File: config.mk
export PLATFORM = sky130hd
export DESIGN_NAME = simd_sat_add
export DESIGN_NICKNAME = d
export VERILOG_FILES = /design/src/rtl/simd_add_pkg.sv /design/src/rtl/simd_seg_add.sv /design/src/rtl/simd_seg_sat.sv /design/src/rtl/simd_sat_add.sv
export SDC_FILE = /design/constraint.sdc
export NUM_CORES = 1
export LEC_CHECK = 0
export CAP_MARGIN = 25
export CELL_PAD_IN_SITES_DETAIL_PLACEMENT = 2
export CELL_PAD_IN_SITES_GLOBAL_PLACEMENT = 2
export CORE_AREA = 2 2 155 157
export DETAILED_ROUTE_END_ITERATION = 8
export DIE_AREA = 0 0 157 159
export GPL_ROUTABILITY_DRIVEN = 0
export PLACE_DENSITY_LB_ADDON = 0.15
export SYNTH_ARGS = -nofsm -noshare
export SYNTH_HDL_FRONTEND = slang
export SYNTH_HIERARCHICAL = 1
export SYNTH_SLANG_ARGS = --single-unit
File: constraint.sdc
create_clock -name clk -period 18.52 [get_ports clk]
set_input_delay 2.778 -clock clk [delete_from_list [all_inputs] [get_ports clk]]
set_output_delay 2.778 -clock clk [all_outputs]
set_load 0.02 [all_outputs]
File: src/rtl/simd_add_pkg.sv
package simd_add_pkg;

    localparam int DATA_W   = 64;
    localparam int SEG_W    = 8;
    localparam int NSEG     = DATA_W / SEG_W;
    localparam int MID_W    = 16;
    localparam int MID_SEGS = MID_W / SEG_W;

    typedef enum logic [1:0] {
        LANE_64  = 2'b00,
        LANE_16  = 2'b01,
        LANE_8   = 2'b10,
        LANE_RSV = 2'b11
    } lane_sel_e;

    typedef struct packed {
        logic [SEG_W-1:0] sum;
        logic             cout;
        logic             msb_cin;
    } seg_sum_t;

    // Marks the segments that hold the most significant byte of a lane.
    function automatic logic [NSEG-1:0] lane_top_mask(lane_sel_e m);
        logic [NSEG-1:0] k;
        for (int i = 0; i < NSEG; i++) begin
            case (m)
                LANE_8:  k[i] = 1'b1;
                LANE_16: k[i] = ((i % MID_SEGS) == (MID_SEGS - 1));
                default: k[i] = (i == NSEG - 1);
            endcase
        end
        return k;
    endfunction

    // Index of the top segment of the lane that contains segment i.
    function automatic int lane_top_of(int i, lane_sel_e m);
        case (m)
            LANE_8:  return i;
            LANE_16: return i - (i % MID_SEGS) + MID_SEGS - 1;
            default: return NSEG - 1;
        endcase
    endfunction

endpackage

File: src/rtl/simd_seg_add.sv
module simd_seg_add
    import simd_add_pkg::*;
(
    input  logic [SEG_W-1:0] a,
    input  logic [SEG_W-1:0] b,
    input  logic             cin,
    output seg_sum_t         res
);
    logic [SEG_W:0] s;

    always_comb begin
        s           = {1'b0, a} + {1'b0, b} + {{SEG_W{1'b0}}, cin};
        res.sum     = s[SEG_W-1:0];
        res.cout    = s[SEG_W];
        res.msb_cin = a[SEG_W-1] ^ b[SEG_W-1] ^ s[SEG_W-1];
    end
endmodule

File: src/rtl/simd_seg_sat.sv
module simd_seg_sat
    import simd_add_pkg::*;
(
    input  logic [SEG_W-1:0] raw,
    input  logic             lane_ovf,
    input  logic             is_top,
    input  logic             neg_dir,
    input  logic             sat_en,
    input  logic             sgn_en,
    output logic [SEG_W-1:0] out
);
    always_comb begin
        out = raw;
        if (sat_en && lane_ovf) begin
            if (!sgn_en)
                out = '1;
            else if (is_top)
                out = neg_dir ? {1'b1, {(SEG_W-1){1'b0}}} : {1'b0, {(SEG_W-1){1'b1}}};
            else
                out = neg_dir ? '0 : '1;
        end
    end
endmodule

File: src/rtl/simd_sat_add.sv
module simd_sat_add
    import simd_add_pkg::*;
(
    input  logic              clk,
    input  logic              rst,
    input  logic [DATA_W-1:0] opa,
    input  logic [DATA_W-1:0] opb,
    input  logic [1:0]        lane_sel,
    input  logic              sat_en,
    input  logic              sgn_en,
    output logic [DATA_W-1:0] sum_q,
    output logic [NSEG-1:0]   ovf_q
);
    lane_sel_e         mode;
    logic [NSEG-1:0]   top_mask;
    logic [NSEG-1:0]   cin;
    logic [NSEG-1:0]   seg_ovf;
    logic [NSEG-1:0]   lane_ovf;
    logic [NSEG-1:0]   lane_neg;
    logic [NSEG-1:0]   flags_d;
    logic [DATA_W-1:0] res_d;
    seg_sum_t          seg [NSEG];

    assign mode     = lane_sel_e'(lane_sel);
    assign top_mask = lane_top_mask(mode);

    generate
        for (genvar i = 0; i < NSEG; i++) begin : g_seg
            if (i == 0) begin : g_first
                assign cin[i] = 1'b0;
            end else begin : g_chain
                // carry is cut where the previous segment ends a lane
                assign cin[i] = top_mask[i-1] ? 1'b0 : seg[i-1].cout;
            end

            simd_seg_add u_add (
                .a   (opa[i*SEG_W +: SEG_W]),
                .b   (opb[i*SEG_W +: SEG_W]),
                .cin (cin[i]),
                .res (seg[i])
            );

            assign seg_ovf[i] = sgn_en ? (seg[i].cout ^ seg[i].msb_cin) : seg[i].cout;

            simd_seg_sat u_sat (
                .raw      (seg[i].sum),
                .lane_ovf (lane_ovf[i]),
                .is_top   (top_mask[i]),
                .neg_dir  (lane_neg[i]),
                .sat_en   (sat_en),
                .sgn_en   (sgn_en),
                .out      (res_d[i*SEG_W +: SEG_W])
            );
        end
    endgenerate

    always_comb begin
        for (int i = 0; i < NSEG; i++) begin
            lane_ovf[i] = seg_ovf[lane_top_of(i, mode)];
            lane_neg[i] = opa[lane_top_of(i, mode)*SEG_W + SEG_W - 1];
        end
    end

    assign flags_d = seg_ovf & top_mask;

    always_ff @(posedge clk) begin
        if (rst) begin
            sum_q <= '0;
            ovf_q <= '0;
        end else begin
            sum_q <= res_d;
            ovf_q <= flags_d;
        end
    end

    // full-width wrap add
    p_full_wrap_r1: assert property (@(posedge clk) disable iff (rst)
        (lane_sel == 2'b00 && !sat_en) |-> (res_d == opa + opb));

    // independent byte lanes
    p_byte_lane_r4: assert property (@(posedge clk) disable iff (rst)
        (lane_sel == 2'b10 && !sat_en) |-> (res_d[15:8] == opa[15:8] + opb[15:8]));

    // unsigned clamp
    p_usat_r5: assert property (@(posedge clk) disable iff (rst)
        (lane_sel == 2'b10 && sat_en && !sgn_en && flags_d[0]) |-> (res_d[7:0] == 8'hFF));

    // signed clamp
    p_ssat_r6: assert property (@(posedge clk) disable iff (rst)
        (lane_sel == 2'b01 && sat_en && sgn_en && flags_d[1])
        |-> (res_d[15:0] == 16'h7FFF || res_d[15:0] == 16'h8000));

    // flags outside lane tops stay low
    p_unused_flags_r8: assert property (@(posedge clk) disable iff (rst)
        (lane_sel == 2'b01) |-> ((flags_d & 8'h55) == 8'h00));

    p_full_flags_r8: assert property (@(posedge clk) disable iff (rst)
        (lane_sel == 2'b00 || lane_sel == 2'b11) |-> (flags_d[6:0] == 7'h00));
endmodule

# Yosys cells after proc, flatten, opt, wreduce, memory -nomap -nowiden
# Index checks and enable logic that the tools add are counted.
# W data, S select, Z words.
[word_totals] mem_count=0 mem_bits_rw=0 elab_cells=185 output_inout_bits=72 rom_bits=0 regBits=72 latch_bits=0
[classes] add_sub_neg=29 bitwise_logic=25 mul=0 n_shift=0 n_reduce_logical=9 magnitude_cmp=14 n_div=0 mux=104 eq_ne=2
[ops] operator="$mux W8" count=38
[ops] operator="$add A32 B5 Y32 const B" count=7
[ops] operator="$lt A32 B5 Y1 const B" count=7
[ops] operator="$lt A32 B8 Y1 const B" count=7
[ops] operator="$sub A32 B2 Y32 const B" count=7
[ops] operator="$add A8 B8 Y9" count=8
[ops] operator="$add A9 B1 Y9" count=7
[ops] operator="$mux W1" count=46
[ops] operator="$bmux W1 S6" count=7
[ops] operator="$xor A1 B1 Y1" count=24
[ops] operator="$bmux W1 S3" count=7
[ops] operator="$pmux W3 S2" count=2
[ops] operator="$and A8 B8 Y8" count=1
[ops] operator="$logic_and A1 B1 Y1" count=8
[ops] operator="$mux W3" count=2
[ops] operator="$pmux W2 S2" count=1
[ops] operator="$eq A2 B1 Y1 const B" count=1
[ops] operator="$eq A2 B2 Y1 const B" count=1
[ops] operator="$mux W2" count=1
[ops] operator="$reduce_or A2 Y1" count=1

# Logic depth before layout (Yosys ltp)
[depth] word_depth=24 mapped_depth=56

# Hierarchy
# Netlist, hierarchy kept.
[by_module_without_submodules] mod="simd_sat_add" seq_area_each_um2=1441.4 area_each_um2=2383.5 cells_each=218 n_inst=1
[by_module_without_submodules] mod="simd_seg_add (g_seg[2].u_add ...)" seq_area_each_um2=0.0 area_each_um2=364.1 cells_each=43 n_inst=5
[by_module_without_submodules] mod="simd_seg_sat" seq_area_each_um2=0.0 area_each_um2=117.6 cells_each=13 n_inst=8
[by_module_without_submodules] mod="simd_seg_add (g_seg[0].u_add ...)" seq_area_each_um2=0.0 area_each_um2=345.3 cells_each=43 n_inst=2
[by_module_without_submodules] mod="simd_seg_add (g_seg[7].u_add)" seq_area_each_um2=0.0 area_each_um2=356.6 cells_each=47 n_inst=1

# Least setup slack after synthesis
# OpenSTA, ideal clock, no wires.
[synth_path] path_kind="input-to-reg" start="input port opa[0]" end="register sum_q[21]" path_buffers=1 setup_time_ps=128 arrival_time_ps=14944 path_slack_ps=3448 path_stages=56 t_required_ps=18392 path_cell_list="fa_1 > fa_1 > a21oi_1 > o21a_1 > o21ai_0 > nor2b_1 > fa_1 > fa_1 > a21oi_1 > o21a_1 > o21ai_0 > and2_1 > fa_1 > fa_1 > a21oi_1 > o21a_1 > o21ai_1 > nor2b_1 > [... 20 more ...] > a21oi_1 > o21a_1 > o21ai_1 > nor2b_1 > fa_1 > inv_1 > fa_1 > nor2b_1 > nor3_1 > o31a_1 > o21ai_1 > xor2_4 > o22ai_2 > or2_1 > and2_1 > buf_6 > o21a_1 > nor2b_1"
[synth_lines] item="start, declared" line_no="simd_sat_add.sv:6" rtl="input logic [DATA_W-1:0] opa,"
[synth_lines] item="end signal, assigned" line_no="simd_sat_add.sv:71" rtl="sum_q <= res_d;"
[synth_lines] item="end, declared" line_no="simd_sat_add.sv:11" rtl="output logic [DATA_W-1:0] sum_q,"

==> impl_metrics.env <==
export IMPL_status="finished clean"
export IMPL_busiest_layer="met2"
export IMPL_final_cell_mix="clkdlybuf4s50_1 (203), nor2b_1 (76), dfxtp_1 (72)"
export IMPL_layout_nets=1079
export IMPL_num_io_pins=206
export IMPL_rows=56
export IMPL_synthMuxAreaShare=0.0148
export IMPL_placed_cells=1178
export IMPL_cts_root_buf="clkbuf_16"
export IMPL_synth_simple_gate_area_frac=0.209
export IMPL_fp_dieW_um=157
export IMPL_worst_path_max_delay_cell="fa_1"
export IMPL_start_util=0.267
export IMPL_setup_viol=0
export IMPL_synthAdderAreaFrac=0.169
export IMPL_core_area_sq_um=23200
export IMPL_dr_total_vias=5653
export IMPL_synth_seq_cells=72
export IMPL_antenna_left=0
export IMPL_cts_resized=0
export IMPL_synthCells=670
export IMPL_cp_arrival_ps=16780
export IMPL_peakVddDrop_v=0.0000394
export IMPL_io_buffers=205
export IMPL_critical_path_required_ps=18710
export IMPL_timing_final_crit_share=0.896
export IMPL_period_minus_slack_ps=16590
export IMPL_slew_headroom=0.364
export IMPL_mostFrequentLayoutCell="clkdlybuf4s50_1"
export IMPL_path_common_cell="fa_1"
export IMPL_syn_area_sq_um=6190
export IMPL_synth_edf_count=0
export IMPL_cts_buffer_depth=2
export IMPL_synth_seq_area_share=0.233
export IMPL_htreeDepth=3
export IMPL_fmaxAchievable_mhz=60.3
export IMPL_synthArstFlopShare=0
export IMPL_drv_cap=0
export IMPL_drc=0
export IMPL_clk_pin_slew_ps=60
export IMPL_tns_ps=0
export IMPL_worstMarginPinSlew_ps=954
export IMPL_drv_slew=0
export IMPL_wire_per_inst_um=17.9
export IMPL_min_path_type="primary input to register"
export IMPL_syn_nets=878
export IMPL_leakage_nw=3.51
export IMPL_numCtsBuffers=9
export IMPL_ys_warn_count=6
export IMPL_endpoint_kind="register"
export IMPL_areaGrowthSynthToFinish_pct=42.6
export IMPL_cpPeakStageDelay_ps=480
export IMPL_drtPass1Iterations=4
export IMPL_post_cts_buffers=0
export IMPL_grt_max_degree=70
export IMPL_hpwlAfterDp_um=17000
export IMPL_syn_area_per_cell_sq_um=9.24
export IMPL_cp_max_fo=8
export IMPL_synth_xor_area_share=0.0736
export IMPL_overflow=0
export IMPL_synth_compound_area_frac=0.253
export IMPL_cts_tree="built"
export IMPL_use_met3=0.0373
export IMPL_antenna_found_initial=0
export IMPL_rsz0062_at_grt="false"
export IMPL_grt_pass1_wl_um=34400
export IMPL_synth_distinct_cells=52
export IMPL_wirelength_um=21300
export IMPL_synth_top_family_by_area="compound AO/OA/AOI/OAI gates"
export IMPL_grt_use_met1=0.210
export IMPL_grt_use_met2=0.318
export IMPL_final_hold_violation_count=0
export IMPL_die_height_um=159
export IMPL_cp_start_kind="primary input"
export IMPL_fin_cells=1195
export IMPL_crit_type="primary input to register"
export IMPL_drive_gt1_frac=0.0925
export IMPL_grt_pass1_vias=6474
export IMPL_grt_usage=0.175
export IMPL_diodes=0
export IMPL_dr_first_iter_drc_count=146
export IMPL_p_per_area_nw_per_um2=78.6
export IMPL_synth_ff_type="dfxtp_1"
export IMPL_detail_route_vias_per_cell=4.73
export IMPL_die_area_sq_um=25000
export IMPL_cts_sinks=72
export IMPL_cts_hold_buf=0
logic make-up after synthesis:
family / count (synthesis)
and+or+nand+nor: 206
AOI/OAI and AO/OA: 200
adders and majority gates: 74
DFF: 72
buffers and inverters: 58
xor gates and xnor gates: 49
muxes: 9
other: 2
sequential cells by signal, indices dropped and copies added, names as in the netlist:
register  cells
sum_q        64
ovf_q         8
synth_stat cells (2+ instances only):
master / count / area share
xnor2_1: 18 / 0.025
or3_1: 7 / 0.0071
ha_1: 58 / 0.12
buf_6: 9 / 0.016
nor4b_1: 2 / 0.0028
nand3b_1: 2 / 0.0024
o21a_1: 63 / 0.076
o221ai_1: 7 / 0.0099
inv_2: 8 / 0.0048
nor3_1: 12 / 0.0097
nand4_2: 8 / 0.016
clkbuf_1: 7 / 0.0042
nand3_1: 10 / 0.0081
buf_2: 2 / 0.0016
a21oi_1: 38 / 0.031
or2_2: 2 / 0.0020
or2_1: 3 / 0.0030
conb_1: 2 / 0.0012
nor4b_2: 5 / 0.012
fa_1: 16 / 0.052
a21o_1: 14 / 0.017
o22ai_1: 3 / 0.0030
and2_1: 11 / 0.011
inv_1: 31 / 0.019
nand2b_1: 10 / 0.010
nor4_1: 7 / 0.0071
a311o_1: 21 / 0.034
nand3_2: 5 / 0.0081
xor2_1: 29 / 0.041
o21bai_1: 7 / 0.0085
nor2_1: 7 / 0.0042
a31oi_4: 8 / 0.027
nand2_1: 35 / 0.021
o21ai_1: 7 / 0.0057
dfxtp_1: 72 / 0.23
o21ai_0: 10 / 0.0081
mux2i_1: 8 / 0.013
nor2b_1: 76 / 0.077
a21oi_2: 17 / 0.024
per-stage QoR:
| step | hold slack (ps) | total power [W] | setup WS [ps] | util | instance area, sq um |
|---|---|---|---|---|---|
| 3_3_place_gp | 3490 | 0.000506 | 1840 | 0.367 | 8510 |
| 2_1_floorplan | 3000 | 0.000393 | 3450 | - | 6190 |
| 3_5_place_dp | 3500 | 0.000516 | 1480 | 0.367 | 8510 |
| 5_1_grt | 3160 | 0.000744 | 975 | 0.381 | 8830 |
| 6_report | 3110 | 0.000694 | 1930 | 0.381 | 8830 |
| 4_1_cts | 3130 | 0.000706 | 1770 | 0.380 | 8810 |
cell type report:
type / instances / area, sq um
Clock buffer: 13 / 260
Clock inverter: 3 / 40.0
Fill cell: 2546 / 14400
Inverter: 39 / 146
Multi-Input combinational cell: 540 / 4460
Sequential cell: 72 / 1440
Tap cell: 319 / 399
Timing Repair Buffer: 209 / 2080
layer usage:
layer | wire [um] | part of all wire | up-vias
li1 | - | - | 2786
met1 | 9290 | 0.44 | 2738
met2 | 10900 | 0.51 | 116
met3 | 916 | 0.043 | 13
met4 | 199 | 0.0093 | 0
met5 | 0 | 0 | -
power by group:
part           switching [W]  internal, W  total [W]
registers         0.00000806     0.000179   0.000187
logic               0.000161     0.000161   0.000323
clock network      0.0000731     0.000112   0.000185
critical path: cells and delay by family:
kind | cells | cell delay, ps
buffers and inverters | 2 | 520
XOR/XNOR | 1 | 360
adder cells (fa/ha/maj) | 16 | 6600
AO/OA/AOI/OAI | 25 | 4370
AND/OR/NAND/NOR | 12 | 2120
final timing paths:
kind	slack, ps	cells past startpoint	from	end
worst min-delay path	3110	3	rst	sum_q[55]$_SDFF_PP0_
worst max-delay path	1930	56	opa[0]	sum_q[5]$_SDFF_PP0_
Power figures use the tool's default switching activity.
